`src/rtl/tmr_pkg.sv`:
```
package tmr_pkg;
  localparam int CTRL_BITS = 11;

  // Register select within one timer window (byte address bits 3:2).
  localparam logic [1:0] SEL_CTRL = 2'd0;
  localparam logic [1:0] SEL_LOAD = 2'd1;
  localparam logic [1:0] SEL_CNT  = 2'd2;

  // Control word, MSB first: bit 10 down to bit 0.
  typedef struct packed {
    logic all_go;  // 10 start both timers
    logic pwm;     // 9  stored only
    logic flag;    // 8  event flag, write one to clear
    logic run;     // 7  count enable
    logic ien;     // 6  interrupt enable
    logic ldh;     // 5  hold counter on reload value
    logic rld;     // 4  auto-reload on terminal step
    logic cap;     // 3  stored only
    logic gen;     // 2  stored only
    logic dir;     // 1  1 = down
    logic mode;    // 0  stored only
  } ctrl_t;
endpackage

```
`src/rtl/tmr_ctrl_reg.sv`:
```
module tmr_ctrl_reg
  import tmr_pkg::*;
(
  input  logic  clk,
  input  logic  rst_n,
  input  logic  wr_en,
  input  ctrl_t wr_val,
  input  logic  all_set,
  input  logic  roll,
  output ctrl_t ctrl_q
);

  ctrl_t ctrl_nxt;
  logic  ctrl_upd;

  assign ctrl_upd = wr_en | all_set | roll;

  always_comb begin
    ctrl_nxt = ctrl_q;
    if (roll && !ctrl_q.rld) begin
      ctrl_nxt.run = 1'b0;
    end
    if (wr_en) begin
      ctrl_nxt      = wr_val;
      ctrl_nxt.flag = ctrl_q.flag & ~wr_val.flag;
    end
    if (all_set) begin
      ctrl_nxt.run = 1'b1;
    end
    if (roll) begin
      ctrl_nxt.flag = 1'b1;
    end
  end

  always_ff @(posedge clk or negedge rst_n) begin
    if (!rst_n) begin
      ctrl_q <= '0;
    end else if (ctrl_upd) begin
      ctrl_q <= ctrl_nxt;
    end
  end

  AST_FLAG_ON_ROLL: assert property (@(posedge clk) disable iff (!rst_n)
    roll |=> ctrl_q.flag);
  AST_STOP_NO_RELOAD: assert property (@(posedge clk) disable iff (!rst_n)
    (roll && !ctrl_q.rld && !wr_en && !all_set) |=> !ctrl_q.run);
  AST_FLAG_W0_KEEP: assert property (@(posedge clk) disable iff (!rst_n)
    (wr_en && !wr_val.flag && ctrl_q.flag) |=> ctrl_q.flag);
  AST_START_BOTH: assert property (@(posedge clk) disable iff (!rst_n)
    all_set |=> ctrl_q.run);

endmodule

```
`src/rtl/tmr_counter.sv`:
```
module tmr_counter
  import tmr_pkg::*;
#(
  parameter int CNT_W = 32
) (
  input  logic             clk,
  input  logic             rst_n,
  input  ctrl_t            ctrl,
  input  logic             load_we,
  input  logic [CNT_W-1:0] load_wdata,
  output logic [CNT_W-1:0] load_q,
  output logic [CNT_W-1:0] cnt_q,
  output logic             roll
);

  localparam logic [CNT_W-1:0] CNT_MAX  = '1;
  localparam logic [CNT_W-1:0] CNT_ZERO = '0;
  localparam logic [CNT_W-1:0] CNT_ONE  = CNT_W'(1);

  logic [CNT_W-1:0] cnt_nxt;
  logic             cnt_upd;
  logic             at_end;

  assign at_end  = ctrl.dir ? (cnt_q == CNT_ZERO) : (cnt_q == CNT_MAX);
  assign roll    = !ctrl.ldh && ctrl.run && at_end;
  assign cnt_upd = ctrl.ldh | ctrl.run;

  always_comb begin
    if (ctrl.ldh) begin
      cnt_nxt = load_q;
    end else if (roll) begin
      cnt_nxt = ctrl.rld ? load_q : cnt_q;
    end else if (ctrl.dir) begin
      cnt_nxt = cnt_q - CNT_ONE;
    end else begin
      cnt_nxt = cnt_q + CNT_ONE;
    end
  end

  always_ff @(posedge clk or negedge rst_n) begin
    if (!rst_n) begin
      load_q <= '0;
    end else if (load_we) begin
      load_q <= load_wdata;
    end
  end

  always_ff @(posedge clk or negedge rst_n) begin
    if (!rst_n) begin
      cnt_q <= '0;
    end else if (cnt_upd) begin
      cnt_q <= cnt_nxt;
    end
  end

  AST_LOAD_HOLD: assert property (@(posedge clk) disable iff (!rst_n)
    ctrl.ldh |=> (cnt_q == $past(load_q)));
  AST_STEP_UP: assert property (@(posedge clk) disable iff (!rst_n)
    (ctrl.run && !ctrl.ldh && !ctrl.dir && !roll) |=> (cnt_q == $past(cnt_q) + CNT_ONE));
  AST_STEP_DOWN: assert property (@(posedge clk) disable iff (!rst_n)
    (ctrl.run && !ctrl.ldh && ctrl.dir && !roll) |=> (cnt_q == $past(cnt_q) - CNT_ONE));
  AST_FREEZE: assert property (@(posedge clk) disable iff (!rst_n)
    (!ctrl.run && !ctrl.ldh) |=> $stable(cnt_q));

endmodule

```
`src/rtl/tmr_regif.sv`:
```
module tmr_regif
  import tmr_pkg::*;
#(
  parameter int N_TMR  = 2,
  parameter int DATA_W = 32,
  parameter int IDX_W  = 1,
  parameter int ADDR_W = 5
) (
  input  logic                         clk,
  input  logic                         rst_n,
  input  logic [ADDR_W-1:0]            bus_addr,
  input  logic                         bus_we,
  input  logic [DATA_W-1:0]            bus_wdata,
  input  ctrl_t [N_TMR-1:0]            ctrl_rd,
  input  logic [N_TMR-1:0][DATA_W-1:0] load_rd,
  input  logic [N_TMR-1:0][DATA_W-1:0] cnt_rd,
  output logic [N_TMR-1:0]             ctrl_we,
  output logic [N_TMR-1:0]             load_we,
  output logic                         all_set,
  output logic [DATA_W-1:0]            rdata
);

  logic [IDX_W-1:0] idx;
  logic [1:0]       sel;
  logic             hit;

  assign idx = bus_addr[ADDR_W-1:4];
  assign sel = bus_addr[3:2];
  assign hit = (int'(idx) < N_TMR);

  for (genvar i = 0; i < N_TMR; i++) begin : g_dec
    assign ctrl_we[i] = bus_we && hit && (idx == IDX_W'(i)) && (sel == SEL_CTRL);
    assign load_we[i] = bus_we && hit && (idx == IDX_W'(i)) && (sel == SEL_LOAD);
  end

  assign all_set = bus_we && hit && (sel == SEL_CTRL) && bus_wdata[CTRL_BITS-1];

  always_comb begin
    rdata = '0;
    for (int i = 0; i < N_TMR; i++) begin
      if (hit && (idx == IDX_W'(i))) begin
        case (sel)
          SEL_CTRL: rdata = DATA_W'(ctrl_rd[i]);
          SEL_LOAD: rdata = load_rd[i];
          SEL_CNT:  rdata = cnt_rd[i];
          default:  rdata = '0;
        endcase
      end
    end
  end

  AST_ONE_TARGET: assert property (@(posedge clk) disable iff (!rst_n)
    $onehot0({ctrl_we, load_we}));
  AST_CNT_RO: assert property (@(posedge clk) disable iff (!rst_n)
    (bus_we && sel == SEL_CNT) |-> (ctrl_we == '0 && load_we == '0 && !all_set));

endmodule

```
`src/rtl/tmr_pair.sv`:
```
module tmr_pair
  import tmr_pkg::*;
#(
  parameter  int N_TMR  = 2,
  parameter  int CNT_W  = 32,
  localparam int IDX_W  = (N_TMR > 1) ? $clog2(N_TMR) : 1,
  localparam int ADDR_W = IDX_W + 4
) (
  input  logic              clk,
  input  logic              rst_n,
  input  logic [ADDR_W-1:0] bus_addr,
  input  logic              bus_we,
  input  logic [CNT_W-1:0]  bus_wdata,
  output logic [CNT_W-1:0]  bus_rdata,
  output logic              irq
);

  logic [1:0] rst_pipe;
  logic       rst_in_n;

  always_ff @(posedge clk or negedge rst_n) begin
    if (!rst_n) begin
      rst_pipe <= 2'b00;
    end else begin
      rst_pipe <= {rst_pipe[0], 1'b1};
    end
  end
  assign rst_in_n = rst_pipe[1];

  ctrl_t [N_TMR-1:0]            ctrl_q;
  logic  [N_TMR-1:0][CNT_W-1:0] load_q;
  logic  [N_TMR-1:0][CNT_W-1:0] cnt_q;
  logic  [N_TMR-1:0]            ctrl_we;
  logic  [N_TMR-1:0]            load_we;
  logic  [N_TMR-1:0]            roll;
  logic                         all_set;
  ctrl_t                        wr_val;

  assign wr_val = ctrl_t'(bus_wdata[CTRL_BITS-1:0]);

  tmr_regif #(
    .N_TMR (N_TMR),
    .DATA_W(CNT_W),
    .IDX_W (IDX_W),
    .ADDR_W(ADDR_W)
  ) u_regif (
    .clk      (clk),
    .rst_n    (rst_in_n),
    .bus_addr (bus_addr),
    .bus_we   (bus_we),
    .bus_wdata(bus_wdata),
    .ctrl_rd  (ctrl_q),
    .load_rd  (load_q),
    .cnt_rd   (cnt_q),
    .ctrl_we  (ctrl_we),
    .load_we  (load_we),
    .all_set  (all_set),
    .rdata    (bus_rdata)
  );

  for (genvar i = 0; i < N_TMR; i++) begin : g_tmr
    tmr_ctrl_reg u_ctrl (
      .clk    (clk),
      .rst_n  (rst_in_n),
      .wr_en  (ctrl_we[i]),
      .wr_val (wr_val),
      .all_set(all_set),
      .roll   (roll[i]),
      .ctrl_q (ctrl_q[i])
    );

    tmr_counter #(
      .CNT_W(CNT_W)
    ) u_cnt (
      .clk       (clk),
      .rst_n     (rst_in_n),
      .ctrl      (ctrl_q[i]),
      .load_we   (load_we[i]),
      .load_wdata(bus_wdata),
      .load_q    (load_q[i]),
      .cnt_q     (cnt_q[i]),
      .roll      (roll[i])
    );
  end

  always_comb begin
    irq = 1'b0;
    for (int i = 0; i < N_TMR; i++) begin
      irq = irq | (ctrl_q[i].flag & ctrl_q[i].ien);
    end
  end

  AST_IRQ_AFTER_ROLL: assert property (@(posedge clk) disable iff (!rst_in_n)
    (roll[0] && ctrl_q[0].ien && !ctrl_we[0]) |=> irq);
  AST_RST_QUIET: assert property (@(posedge clk) disable iff (!rst_n)
    !rst_in_n |-> !irq);

endmodule

```
`config.mk`:
```
export PLATFORM = sky130hd
export DESIGN_NAME = tmr_pair
export DESIGN_NICKNAME = d
export VERILOG_FILES = /design/src/rtl/tmr_pkg.sv /design/src/rtl/tmr_ctrl_reg.sv /design/src/rtl/tmr_counter.sv /design/src/rtl/tmr_regif.sv /design/src/rtl/tmr_pair.sv
export SDC_FILE = /design/constraint.sdc
export NUM_CORES = 1
export LEC_CHECK = 0
export ABC_AREA = 1
export BUFFER_PORTS_ARGS = -buffer_cell sky130_fd_sc_hd__buf_4
export CORE_MARGIN = 2
export CORE_UTILIZATION = 55
export CTS_BUF_LIST = sky130_fd_sc_hd__clkbuf_16
export CTS_CLUSTER_SIZE = 40
export DETAILED_ROUTE_END_ITERATION = 12
export HOLD_SLACK_MARGIN = 0.12
export PLACE_DENSITY = 0.7
export SLEW_MARGIN = 20
export SYNTH_ARGS = -nofsm -noshare
export SYNTH_HDL_FRONTEND = slang
export SYNTH_SLANG_ARGS = --single-unit
```
`constraint.sdc`:
```
create_clock -name clk -period 5.4 [get_ports clk]
set_input_delay 0.54 -clock clk [delete_from_list [all_inputs] [get_ports clk]]
set_output_delay 0.54 -clock clk [all_outputs]
set_load 0.05 [all_outputs]
```
# Word-level counts from Yosys, hierarchy flattened
# Cells that the tools add are included.
# totals
regBits	152
latchBits	0
ramBits	0
romBits	0
input_bits	40
out_inout_bits	33
elab_cells	104
memories	0
# op_classes
addsub	4
mul	0
div	0
order_cmp	0
eq_ne	6
shift	0
muxes	21
bitwise_logic	13
n_reduce_logical	33
# ops
op	n
32-bit 2-to-1 mux	9
32-bit one-hot mux with 3 select lines	2
32-bit by 1-bit adder with 32-bit output, second input constant	2
32-bit equality test, second input constant	2
32-bit logical NOT	2
32-bit by 1-bit subtractor with 32-bit output, second input constant	2
9-bit 2-to-1 mux	2
2-bit AND reduction	8
1-bit logical AND	14
1-bit 2-to-1 mux	8
1-bit OR	7
3-bit inequality test, second input constant	2
3-bit nonzero test	2
1-bit AND	4
1-bit logical NOT	4
2-bit nonzero test	2
2-bit by 1-bit equality test with 1-bit output, second input constant	1
2-bit equality test, second input constant	1
2-bit logical NOT	1
1-bit inverter	2

# Depth between registers and ports, before layout
# Gate-level depths: netlist of run 1.
# logic_depth
ltp_word	7
depth_mapped	15
mapped_depth_nobuf	15

# Modules after synthesis
# A second synthesis of run 1 with hierarchy kept.
# hier_totals
hier_cells	2349
hier_area_um2	13828.3
# by_module_without_submodules
module	n_inst	cells_per_inst	area_per_inst_um2	seq_area_each_um2
tmr_counter (g_tmr[0].u_cnt)	1	948	5683.0	1601.5
tmr_counter (g_tmr[1].u_cnt)	1	943	5664.2	1601.5
tmr_regif	1	352	1517.7	0.0
tmr_ctrl_reg	2	50	449.2	275.3
tmr_pair	1	6	65.1	50.0

# Worst setup path after synthesis of run 1
# No wires, ideal clock.
# synth_path
path_kind	input port to output port
startpoint	in bus_addr[2]
endpoint	out bus_rdata[1]
arrival_ns	2.426
required_ns	4.860
path_slack_ns	2.434
cell_stages	4
n_path_buf	1
cell_sequence	nor2_1 -> clkbuf_1 -> a21oi_1 -> o21ai_0
# synth_via
elab_chain_cells	3
word_cells_on_any_way	6
classes_between	eq/ne (2); mux (3); reduce/logical (1)
# synth_rtl
element	line_no	text
from (decl)	tmr_pair.sv:11	input logic [ADDR_W-1:0] bus_addr,
2-bit equality test, or another cell as far along	tmr_regif.sv:42	case (sel)
32-bit one-hot mux with 3 select lines	tmr_regif.sv:42	
32-bit 2-to-1 mux *	tmr_regif.sv:41	if (hit && (idx == IDX_W'(i))) begin
to (decl)	tmr_pair.sv:14	output logic [CNT_W-1:0] bus_rdata,
# Every way passes the cells marked *; elsewhere a longest branch is shown, timed or not.

# Worst setup path after layout of run 1
# layout_path
startpoint	in bus_addr[3]
endpoint	out bus_rdata[16]
# The elaborated chain is that of the path after synthesis.

==> metrics.cfg, run 1 <==
[floorplan]
initial_core_util_pct=56.2
die_h_microns=157
die_x_microns=157
io_pins=73
core_sq_um=22800
dieArea_sq_um=24500
num_rows=55

[place]
place_area_sq_um=13500
place.port_buffers=70
post-place-ws_ns=2.24
gp_congestion=0.933
hpwlAfterDp_microns=30600

[critical_path]
cpPeakStageDelay_ns=0.42
reg2reg_to=g_tmr[0].u_cnt.cnt_q[19]$_DFFE_PN0P_
r2r-start=g_tmr[0].u_ctrl.ctrl_q[1]$_DFFE_PN0P_
r2r_cells=11
r2r_slack_ns=2.42
slowest_stage=nand2_1
cp-startpoint=bus_addr[3]
arrival_ns=2.63
critPathCaptureType=primary output
path_class=in -> out
crit_fanout=21
cp_cell_sequence=buf_4 -> inv_1 -> nand2_1 -> nor2_1 -> buf_4 -> a221o_1 -> buf_4
cp.required_ns=4.86
start_kind=input pin
cp_common_cell=buf_4

[global_route]
antenna_found_initial=0
grt_pass1_wl_microns=64300
grt_use_total_pct=33.4
first_global_vias=12300
grt-ovfl-total=0
grt_max_degree=65

[cts]
numCtsBuffers=17
clk_path_buf_depth=2
cts-root-buf=clkbuf_16
clk_pin_slew_worst_paths_ns=0.07
cts_tree=built
cts.sinks=152
htreeDepth=4
post_cts_resized=0
clk_latency_ns=0.44

[yosys]
postSynthCellCount=2107
synth.cell_area_sq_um=12800
ys_seq_area_share_pct=29.7
netlist-cell-type-count=40
ys_warn_count=0
syn_area_per_cell_sq_um=6.08
ys_ff_latch=152
syn_nets=2209

[job]
max_cap_violations=0

[worst_hold_path]
worstHoldStart=rst_pipe[0]$_DFF_PN0_
hold_depth=0
min_to=rst_pipe[1]$_DFF_PN0_
hold_class=reg -> reg

[routing]
routed_wl_microns=39800
vias=13500
first_pass_iters=5
via_per_inst=5.45
drc_errors=0
drtAntennaViolNets=0
post_drt_wl_per_cell_microns=16.1
drtIter0Drc=1193

[power_and_ir_drop]
power_density_nw_per_um2=522
ir_drop_mv=0.278
power_leakage_nw=7.84

[timing]
setup_tns_ns=0
finalSetupViolCount=0
finalCritPeriodShare_pct=58.7
finalWorstSetupSlack_ns=2.23
finalCriticalPeriod_ns=3.17
rsz0062_at_grt=false
fmax_mhz=315
max_slew_margin_pct=47.9
report.final.slew_viol_count=0
worst_pin_slew_ns=0.781
clock_skew_ns=0.0147
hold_viol_final=0

[final_layout]
drive_gt1_share_pct=5.83
final_area_sq_um=14100
nNetsFinal=2251
final_util_pct=62.1
diodes=0
syn2layout_area_growth_pct=10.4

[run_status]
status=finished clean

cell type report:
cell class	instances	area, sq um
fillers	2298	8640
multi-input cells	1586	7560
flip-flops and latches	152	3810
inverters	312	1170
repair buffers	80	603
clock buffers	17	425
well taps	313	392
clock inverters	15	179
worst max-delay path by stage:
stage / endpoint
CTS: bus_rdata[16]
finish: bus_rdata[16]
floorplan: g_tmr[0].u_cnt.cnt_q[0]$_DFFE_PN0P_
detailed placement: g_tmr[1].u_cnt.load_q[26]$_DFFE_PN0P_
global route: bus_rdata[15]
global placement: g_tmr[1].u_cnt.load_q[3]$_DFFE_PN0P_
where the power goes:
group	internal, mW	switching (mW)	total, mW	leakage [nW]
combinational	1.44	2.67	4.11	5.66
clock	0.701	0.547	1.25	0.296
sequential	1.50	0.515	2.02	1.89
total	3.64	3.73	7.38	7.84
repair_timing:
item / CTS / global route
endpoints found under the hold margin: 2 / 0
setup buffers: 0 / 0
hold buffers: 1 / 0
synth_stat cells, drive strengths merged:
| library cell | instances | area share, % |
|---|---|---|
| nand2 | 863 | 26 |
| inv | 311 | 9.1 |
| nor2 | 160 | 4.7 |
| nand3 | 158 | 6.2 |
| dfrtp | 152 | 30 |
| o21ai | 130 | 5.1 |
| a21oi | 84 | 3.4 |
| ha | 60 | 5.9 |
| clkbuf | 33 | 0.97 |
| xnor2 | 27 | 1.8 |
| buf | 24 | 1.3 |
| a221o | 21 | 1.6 |
| nand4 | 20 | 0.98 |
| nand3b | 13 | 0.76 |
| o22ai | 11 | 0.54 |
| and2 | 7 | 0.34 |
| o211ai | 7 | 0.41 |
| o21bai | 6 | 0.35 |
| nor3 | 5 | 0.20 |
| a21o | 2 | 0.12 |
| a31oi | 2 | 0.098 |
| fa | 2 | 0.31 |
| mux2i | 2 | 0.16 |
| a211oi | 1 | 0.059 |
| a311oi | 1 | 0.068 |
| and3 | 1 | 0.049 |
| clkinv | 1 | 0.029 |
| conb | 1 | 0.029 |
| nor4 | 1 | 0.049 |
| xor2 | 1 | 0.068 |
flip-flops by register name, indices dropped and copies added (netlist names):
signal,count
g_tmr.u_cnt.cnt_q,64
g_tmr.u_cnt.load_q,64
g_tmr.u_ctrl.ctrl_q,22
rst_pipe,2
placed cells by master, fill, tap and decap left out, types with 21 or more instances in the layout:
master,netlist,final
inv_1,307,308
dfrtp_1,152,151
ha_1,60,60
nand2_1,856,854
a221o_1,21,21
o21ai_0,115,115
xnor2_1,27,27
nand3_1,157,157
a21oi_1,83,83
nor2_1,160,160
buf_4,3,79
kinds of logic after synthesis:
logic type	share of synthesized area, %
and+or+nand+nor	38.9
adders and majority gates	6.17
AOI/OAI and AO/OA	11.7
DFF	29.7
muxes	0.156
other	0.0293
xor gates and xnor gates	1.91
buffers and inverters	11.4
stage by stage:
| step | power (mW) | hold WS, ns | instances |
|---|---|---|---|
| after floorplan | 5.02 | 0.244 | 2107 |
| after global placement | 6.00 | 0.323 | 2442 |
| after global routing | 8.06 | 0.373 | 2475 |
| after CTS | 7.35 | 0.358 | 2475 |
| final | 7.38 | 0.356 | 2475 |
| after detailed placement | 6.07 | 0.325 | 2442 |
critical path, delay by kind of cell:
kind,cells,cell delay [ns]
compound gates,1,0.32
buf+inv,4,1.03
simple gates,2,0.72
routing by layer:
| layer | track usage (%) | vias to the layer above | part of all wire (%) |
|---|---|---|---|
| li1 | - | 6741 | - |
| met1 | 47.1 | 6177 | 45 |
| met2 | 54.3 | 501 | 45 |
| met3 | 4.62 | 63 | 7.5 |
| met4 | 8.43 | 0 | 2.0 |
| met5 | 0 | - | 0 |
Power figures use the tool's default switching activity.
==> run 2, diff against run 1 <==
--- a/config.mk
+++ b/config.mk
@@ -5,7 +5,7 @@
 export SDC_FILE = /design/constraint.sdc
 export NUM_CORES = 1
 export LEC_CHECK = 0
-export ABC_AREA = 1
+export ABC_AREA = 0
 export BUFFER_PORTS_ARGS = -buffer_cell sky130_fd_sc_hd__buf_4
 export CORE_MARGIN = 2
 export CORE_UTILIZATION = 55
@@ -13,7 +13,7 @@
 export CTS_CLUSTER_SIZE = 40
 export DETAILED_ROUTE_END_ITERATION = 12
 export HOLD_SLACK_MARGIN = 0.12
-export PLACE_DENSITY = 0.7
+export PLACE_DENSITY = 0.73
 export SLEW_MARGIN = 20
 export SYNTH_ARGS = -nofsm -noshare
 export SYNTH_HDL_FRONTEND = slang
==> constraint.sdc (replaced) <==
create_clock -name clk -period 2.67 [get_ports clk]
set_input_delay 0.267 -clock clk [delete_from_list [all_inputs] [get_ports clk]]
set_output_delay 0.267 -clock clk [all_outputs]
set_load 0.05 [all_outputs]
==> metrics.cfg, run 2 <==
[run_status]
status=finished with violations
violations=negative setup slack

[yosys]
synth_common_cells=dfrtp_1 (152), a21oi_1 (146), nor2_1 (111)
netlist-cell-type-count=62
synth.cell_area_sq_um=10900
synth_enable_flop_cells=0
postSynthCellCount=1240
ys_seq_area_share_pct=34.9
yosysTopAreaCell=dfrtp_1
synthTopCellsByArea=dfrtp_1 (35%), mux2_2 (8.6%), ha_1 (6.9%), a21oi_1 (6.7%), mux2i_1 (5.8%)
syn_nets=1342
synth_top_area_share_pct=34.9
yosysMostFrequentCell=dfrtp_1
synthArstFlopShare_pct=100
syn_area_per_cell_sq_um=8.79
ys_ff_latch=152
ys_warn_count=0
ys.flop_type=dfrtp_1

[cts]
clk_pin_slew_worst_paths_ns=0.07
cts.sinks=152
clk_latency_ns=0.44
cts-root-buf=clkbuf_16
numCtsBuffers=17
cts_tree=built
clk_path_buf_depth=2
htreeDepth=4

[timing]
finalWorstSetupSlack_ns=-0.313
fmax_mhz=335
finalCritPeriodShare_pct=112
rsz0062_at_grt=true
finalSetupViolCount=32
setup_tns_ns=-4.05
report.final.slew_viol_count=0
worst_pin_slew_ns=0.892
finalCriticalPeriod_ns=2.98
clock_skew_ns=0.0125
max_slew_margin_pct=40.3
hold_viol_final=0

[floorplan]
io_pins=73
die_x_microns=145
num_rows=51
initial_core_util_pct=56.0
die_h_microns=145
dieArea_sq_um=21000
core_sq_um=19500

[final_layout]
syn2layout_area_growth_pct=42.6
top_regs=g_tmr.u_cnt.cnt_q (64), g_tmr.u_cnt.load_q (64), g_tmr.u_ctrl.ctrl_q (22)
num-fill-cells=1212
final_cell_mix=buf_4 (301), dfrtp_1 (149), a21oi_1 (112), nor2_1 (105), nand2_1 (91)
diodes=0
seqCellArea_sq_um=3810
multi_input_area_sq_um=7730
final_util_pct=79.9
final_common_cell=buf_4
nNetsFinal=1648
drive_gt1_share_pct=38.8

[worst_hold_path]
worstHoldStart=bus_wdata[10]
hold_class=in -> reg

[global_route]
first_global_vias=10900
grt_max_degree=46
grt-ovfl-total=0
antenna_found_initial=0
grt_pass1_wl_microns=57500
grt_use_total_pct=35.4

[place]
place.port_buffers=70
gp_congestion=0.928
hpwlAfterDp_microns=25000

[power_and_ir_drop]
power_density_nw_per_um2=1270
ir_drop_mv=0.838
power_leakage_nw=6.88
total_power_mw=19.7

[critical_path]
r2r-start=g_tmr[1].u_ctrl.ctrl_q[1]$_DFFE_PN0P_
path_class=reg -> reg
cp.required_ns=2.98
start_kind=flop
cpPeakStageDelay_ns=0.50
critPathCaptureType=flop
crit_fanout=9
cp-startpoint=g_tmr[1].u_ctrl.ctrl_q[1]$_DFFE_PN0P_
slowest_stage=dfrtp_4
cp_cell_sequence=buf_12 -> buf_8 -> ha_4 -> o211ai_1 -> nor4_2 -> o21ai_2 -> nand3_2 -> a311oi_4 -> buf_4 -> o21bai_1 -> xnor2_1 -> nor2_1 -> a21oi_1 -> o21ai_1
arrival_ns=3.30

[routing]
drtAntennaViolNets=0
post_drt_wl_per_cell_microns=20.6
routed_wl_microns=37600
via_per_inst=6.22
first_pass_iters=5
drtIter0Drc=1081
vias=11300
drc_errors=0

[job]
max_cap_violations=0

-- run 2: area by class of cell --
cell class                 count  area share, %
timing repair buffer         360           19.4
tap                          265           2.13
clock inverter                15          0.877
inverter                      25          0.603
multi-input combinational    990           49.7
clock buffer                  17           2.74
sequential                   152           24.5
-- run 2: worst paths after layout --
kind,endpoint,slack (ns),depth (start not counted)
hold / removal,g_tmr[1].u_cnt.load_q[10]$_DFFE_PN0P_,0.14,2
setup reg to reg,g_tmr[1].u_cnt.cnt_q[27]$_DFFE_PN0P_,-0.31,14
max in group asynchronous,g_tmr[0].u_cnt.load_q[25]$_DFFE_PN0P_,1.54,2
hold reg to reg,g_tmr[0].u_cnt.cnt_q[2]$_DFFE_PN0P_,0.27,0
setup / recovery,g_tmr[1].u_cnt.cnt_q[27]$_DFFE_PN0P_,-0.31,14
min in group asynchronous,rst_pipe[1]$_DFF_PN0_,0.15,2
-- run 2: report_power, final --
group	switching (mW)	leakage (nW)	internal [mW]
Sequential	1.00	1.83	3.10
Clock	1.09	0.268	1.22
Combinational	6.82	4.78	6.47
-- run 2: per-layer routing --
metal	global-route usage, %	wire length (microns)	vias to the layer above	share of wire (%)
li1	-	-	5178	-
met1	47.2	15300	5473	41
met2	56.9	17700	566	47
met3	6.68	2940	131	7.8
met4	14.6	1620	0	4.3
met5	0	0	-	0
-- run 2: per-stage QoR --
| stage | area, sq um | hold slack [ns] | worst slack [ns] | std cells |
|---|---|---|---|---|
| 4_1_cts | 15000 | 0.127 | -0.172 | 1807 |
| 5_1_grt | 15600 | 0.130 | -0.436 | 1824 |
| 6_report | 15600 | 0.143 | -0.313 | 1824 |
| 3_3_place_gp | 13300 | 0.0495 | -0.362 | 1717 |
| 2_1_floorplan | 11000 | -0.0286 | -0.254 | 1240 |
| 3_5_place_dp | 13300 | 0.0507 | -0.408 | 1717 |
-- run 2: cells by family (layout without fill, tap and decap cells) --
family | Yosys count | in the layout | synth area share [%]
AO/OA/AOI/OAI | 391 | 391 | 21.1
AND/OR/NAND/NOR | 335 | 335 | 14.3
flip-flops | 152 | 152 | 34.9
multiplexers | 146 | 146 | 14.4
buffers and inverters | 98 | 417 | 3.69
adder cells (fa/ha/maj) | 62 | 62 | 7.25
XOR/XNOR | 55 | 55 | 4.42
other | 1 | 1 | 0.0344
-- run 2: worst max-delay path, delay by kind of cell (launching register included) --
family,cells,cell delay (ns)
adder cells (fa/ha/maj),1,0.26
buffers and inverters,3,0.47
XOR/XNOR,1,0.20
AND/OR/NAND/NOR,3,0.31
AO/OA/AOI/OAI,6,1.09
flip-flops,1,0.50
-- run 2: what timing repair did --
item                                    4_1_cts  5_1_grt
endpoints found under the setup margin       34       55
buffers inserted                             26       17
endpoints found under the hold margin        72        0
resized for setup                           126       94
pin swaps                                    58       76
cloned                                        0        1
hold buffers                                 32        0
==> run 3, diff against run 2 <==
--- a/config.mk
+++ b/config.mk
@@ -7,14 +7,16 @@
 export LEC_CHECK = 0
 export ABC_AREA = 0
 export BUFFER_PORTS_ARGS = -buffer_cell sky130_fd_sc_hd__buf_4
+export CAP_MARGIN = 15
 export CORE_MARGIN = 2
 export CORE_UTILIZATION = 55
 export CTS_BUF_LIST = sky130_fd_sc_hd__clkbuf_16
 export CTS_CLUSTER_SIZE = 40
 export DETAILED_ROUTE_END_ITERATION = 12
 export HOLD_SLACK_MARGIN = 0.12
-export PLACE_DENSITY = 0.73
+export PLACE_DENSITY = 0.7
 export SLEW_MARGIN = 20
 export SYNTH_ARGS = -nofsm -noshare
 export SYNTH_HDL_FRONTEND = slang
+export SYNTH_HIERARCHICAL = 1
 export SYNTH_SLANG_ARGS = --single-unit
==> constraint.sdc (replaced) <==
create_clock -name clk -period 2.83 [get_ports clk]
set_input_delay 0.283 -clock clk [delete_from_list [all_inputs] [get_ports clk]]
set_output_delay 0.283 -clock clk [all_outputs]
set_load 0.05 [all_outputs]
==> metrics.cfg, run 3 <==
[routing]
post_drt_wl_per_cell_microns=20.3
drtIter0Drc=1094
first_pass_iters=5
via_per_inst=6.29
drc_errors=0
routed_wl_microns=33700
vias=10400
drtAntennaViolNets=0

[critical_path]
r2r_cells=10
path_class=reg -> reg
crit_fanout=13
start_kind=flop
cp.required_ns=3.13
arrival_ns=3.19
critPathCaptureType=flop

[worst_hold_path]
hold_depth=2
hold_class=in -> reg

[cts]
cts-root-buf=clkbuf_16
cts_tree=built
clk_path_buf_depth=2
clk_latency_ns=0.42
clk_pin_slew_worst_paths_ns=0.07
htreeDepth=4
cts.sinks=152
numCtsBuffers=17

[power_and_ir_drop]
clkPwrFrac_pct=13.8
power.switching_mw=7.31
p_sw_share_pct=45.4
ir_drop_mv=0.601
power_density_nw_per_um2=1140
seqPwrFrac_pct=25.0
power_leakage_nw=6.03
total_power_mw=16.1
p_comb_share_pct=61.2
intPower_mw=8.78

[place]
place_area_sq_um=12600
place.port_buffers=70
gp_congestion=0.929
post-place-ws_ns=-0.0811
hpwlAfterDp_microns=23800

[yosys]
syn_area_per_cell_sq_um=9.24
synth_enable_flop_cells=0
synth_common_cells=dfrtp_1 (152), nand2_1 (118), a21oi_1 (117)
netlist-cell-type-count=91
yosysMostFrequentCell=dfrtp_1
postSynthCellCount=1220
synthTopCellsByArea=dfrtp_1 (34%), ha_1 (6.7%), mux2_2 (6.6%), a21oi_1 (5.2%), nand2_1 (3.9%)
ys_seq_area_share_pct=33.7
ys.flop_type=dfrtp_1
synth_top_area_share_pct=33.7
syn_nets=1322
synth.cell_area_sq_um=11300
yosysTopAreaCell=dfrtp_1
ys_ff_latch=152
ys_warn_count=6
synthArstFlopShare_pct=100

[timing]
hold_viol_final=0
max_slew_margin_pct=52.3
setup_tns_ns=-0.0937
rsz0062_at_grt=true
worst_pin_slew_ns=0.716
fmax_mhz=346
clock_skew_ns=0.0113
finalSetupViolCount=3
finalCritPeriodShare_pct=102
finalCriticalPeriod_ns=2.89
report.final.slew_viol_count=0
finalWorstSetupSlack_ns=-0.0622

[global_route]
grt_pass1_wl_microns=52100
grt_max_degree=56
grt_use_total_pct=29.9
first_global_vias=9735
grt-ovfl-total=0
antenna_found_initial=0

[run_status]
status=finished with violations
violations=negative setup slack

[floorplan]
dieArea_sq_um=21700
die_h_microns=147
initial_core_util_pct=55.9
num_rows=52
core_sq_um=20200
io_pins=73
die_x_microns=147

[final_layout]
seqCellArea_sq_um=3810
final_cell_mix=buf_4 (181), dfrtp_1 (148), nand2_1 (117), a21oi_1 (102), nor2_1 (96)
syn2layout_area_growth_pct=24.8
nNetsFinal=1477
top_regs=g_tmr.u_cnt/cnt_q (64), g_tmr.u_cnt/load_q (64), g_tmr.u_ctrl/ctrl_q (22)
final_area_sq_um=14100
drive_gt1_share_pct=32.5
diodes=0
num-fill-cells=1524
final_common_cell=buf_4
multi_input_area_sq_um=7600

[job]
max_cap_violations=0

run 3: changes by cell type in the layout (fill, tap and decap cells not counted), sizes merged, moves of 22 or more:
cell | before | now
o21ai | 113 | 73
mux2i | 63 | 15
buf | 327 | 193
nand2 | 94 | 122
a21oi | 147 | 121
a221oi | 1 | 23
run 3: cell families after synthesis:
logic type / share of synthesized area, %
fa+ha+maj: 7.01
compound gates: 24.9
flops: 33.7
mux: 10.1
simple gates: 16.1
other cells: 0.0333
buf+inv: 4.66
xor+xnor: 3.57
run 3: final timing paths:
kind,start,end,slack (ns)
worst max-delay path,g_tmr[0].u_ctrl/ctrl_q[1]$_DFFE_PN0P_,g_tmr[0].u_cnt/cnt_q[24]$_DFFE_PN0P_,-0.06
worst min-delay path,bus_wdata[23],g_tmr[1].u_cnt/load_q[23]$_DFFE_PN0P_,0.13
worst max register to register,g_tmr[0].u_ctrl/ctrl_q[1]$_DFFE_PN0P_,g_tmr[0].u_cnt/cnt_q[24]$_DFFE_PN0P_,-0.06
worst min register to register,rst_pipe[1]$_DFF_PN0_,g_tmr[1].u_cnt/cnt_q[23]$_DFFE_PN0P_,0.24
max in group asynchronous,rst_pipe[1]$_DFF_PN0_,g_tmr[1].u_ctrl/ctrl_q[1]$_DFFE_PN0P_,1.71
min in group asynchronous,rst_n,rst_pipe[0]$_DFF_PN0_,0.20
run 3: worst max-delay path, cell delays in order (launching register included):
cell     delay [ns]
dfrtp_2        0.49
buf_6          0.19
ha_1           0.40
nand3_1        0.14
o21ai_1        0.23
o21ai_0        0.16
o221a_4        0.25
o31ai_4        0.26
a31oi_4        0.15
xnor2_2        0.17
a221o_1        0.33
run 3: final cells by class:
type | count | share of cell area [%]
Sequential cell | 152 | 27.1
Timing Repair Buffer | 205 | 12.0
Tap cell | 270 | 2.40
Multi-Input combinational cell | 981 | 54.0
Clock inverter | 15 | 1.00
Inverter | 18 | 0.480
Clock buffer | 17 | 3.02
run 3: repair_timing:
action | in CTS | in global routing
hold buffers | 9 | 2
gates resized for setup | 23 | 95
cloned | 0 | 3
setup endpoints to repair | 14 | 41
endpoints found under the hold margin | 14 | 3
pin swaps | 6 | 29
setup buffers | 8 | 11
run 3: power by group through the flow:
stage               combinational (mW)  sequential [mW]  clock, mW
global placement                  8.29             3.92          0
global route                      10.7             4.13       2.33
CTS                               8.77             3.91       2.23
floorplan                         6.05             3.69          0
finish                            9.85             4.02       2.22
detailed placement                8.46             3.95          0
run 3: routing by layer:
layer / global-route usage (%) / up-vias / routed length [microns]
met1: 43.6 / 5127 / 15200
met3: 2.86 / 60 / 1580
met5: 0 / - / 0
li1: - / 4887 / -
met4: 8.46 / 0 / 818
met2: 47.8 / 356 / 16100
run 3: metrics by stage:
stage               utilization (%)  cells  hold slack, ns
floorplan                         -   1220         -0.0126
global route                   69.8   1658           0.126
global placement               62.3   1594          0.0653
CTS                            66.5   1643           0.121
finish                         69.8   1658           0.130
detailed placement             62.3   1594          0.0685
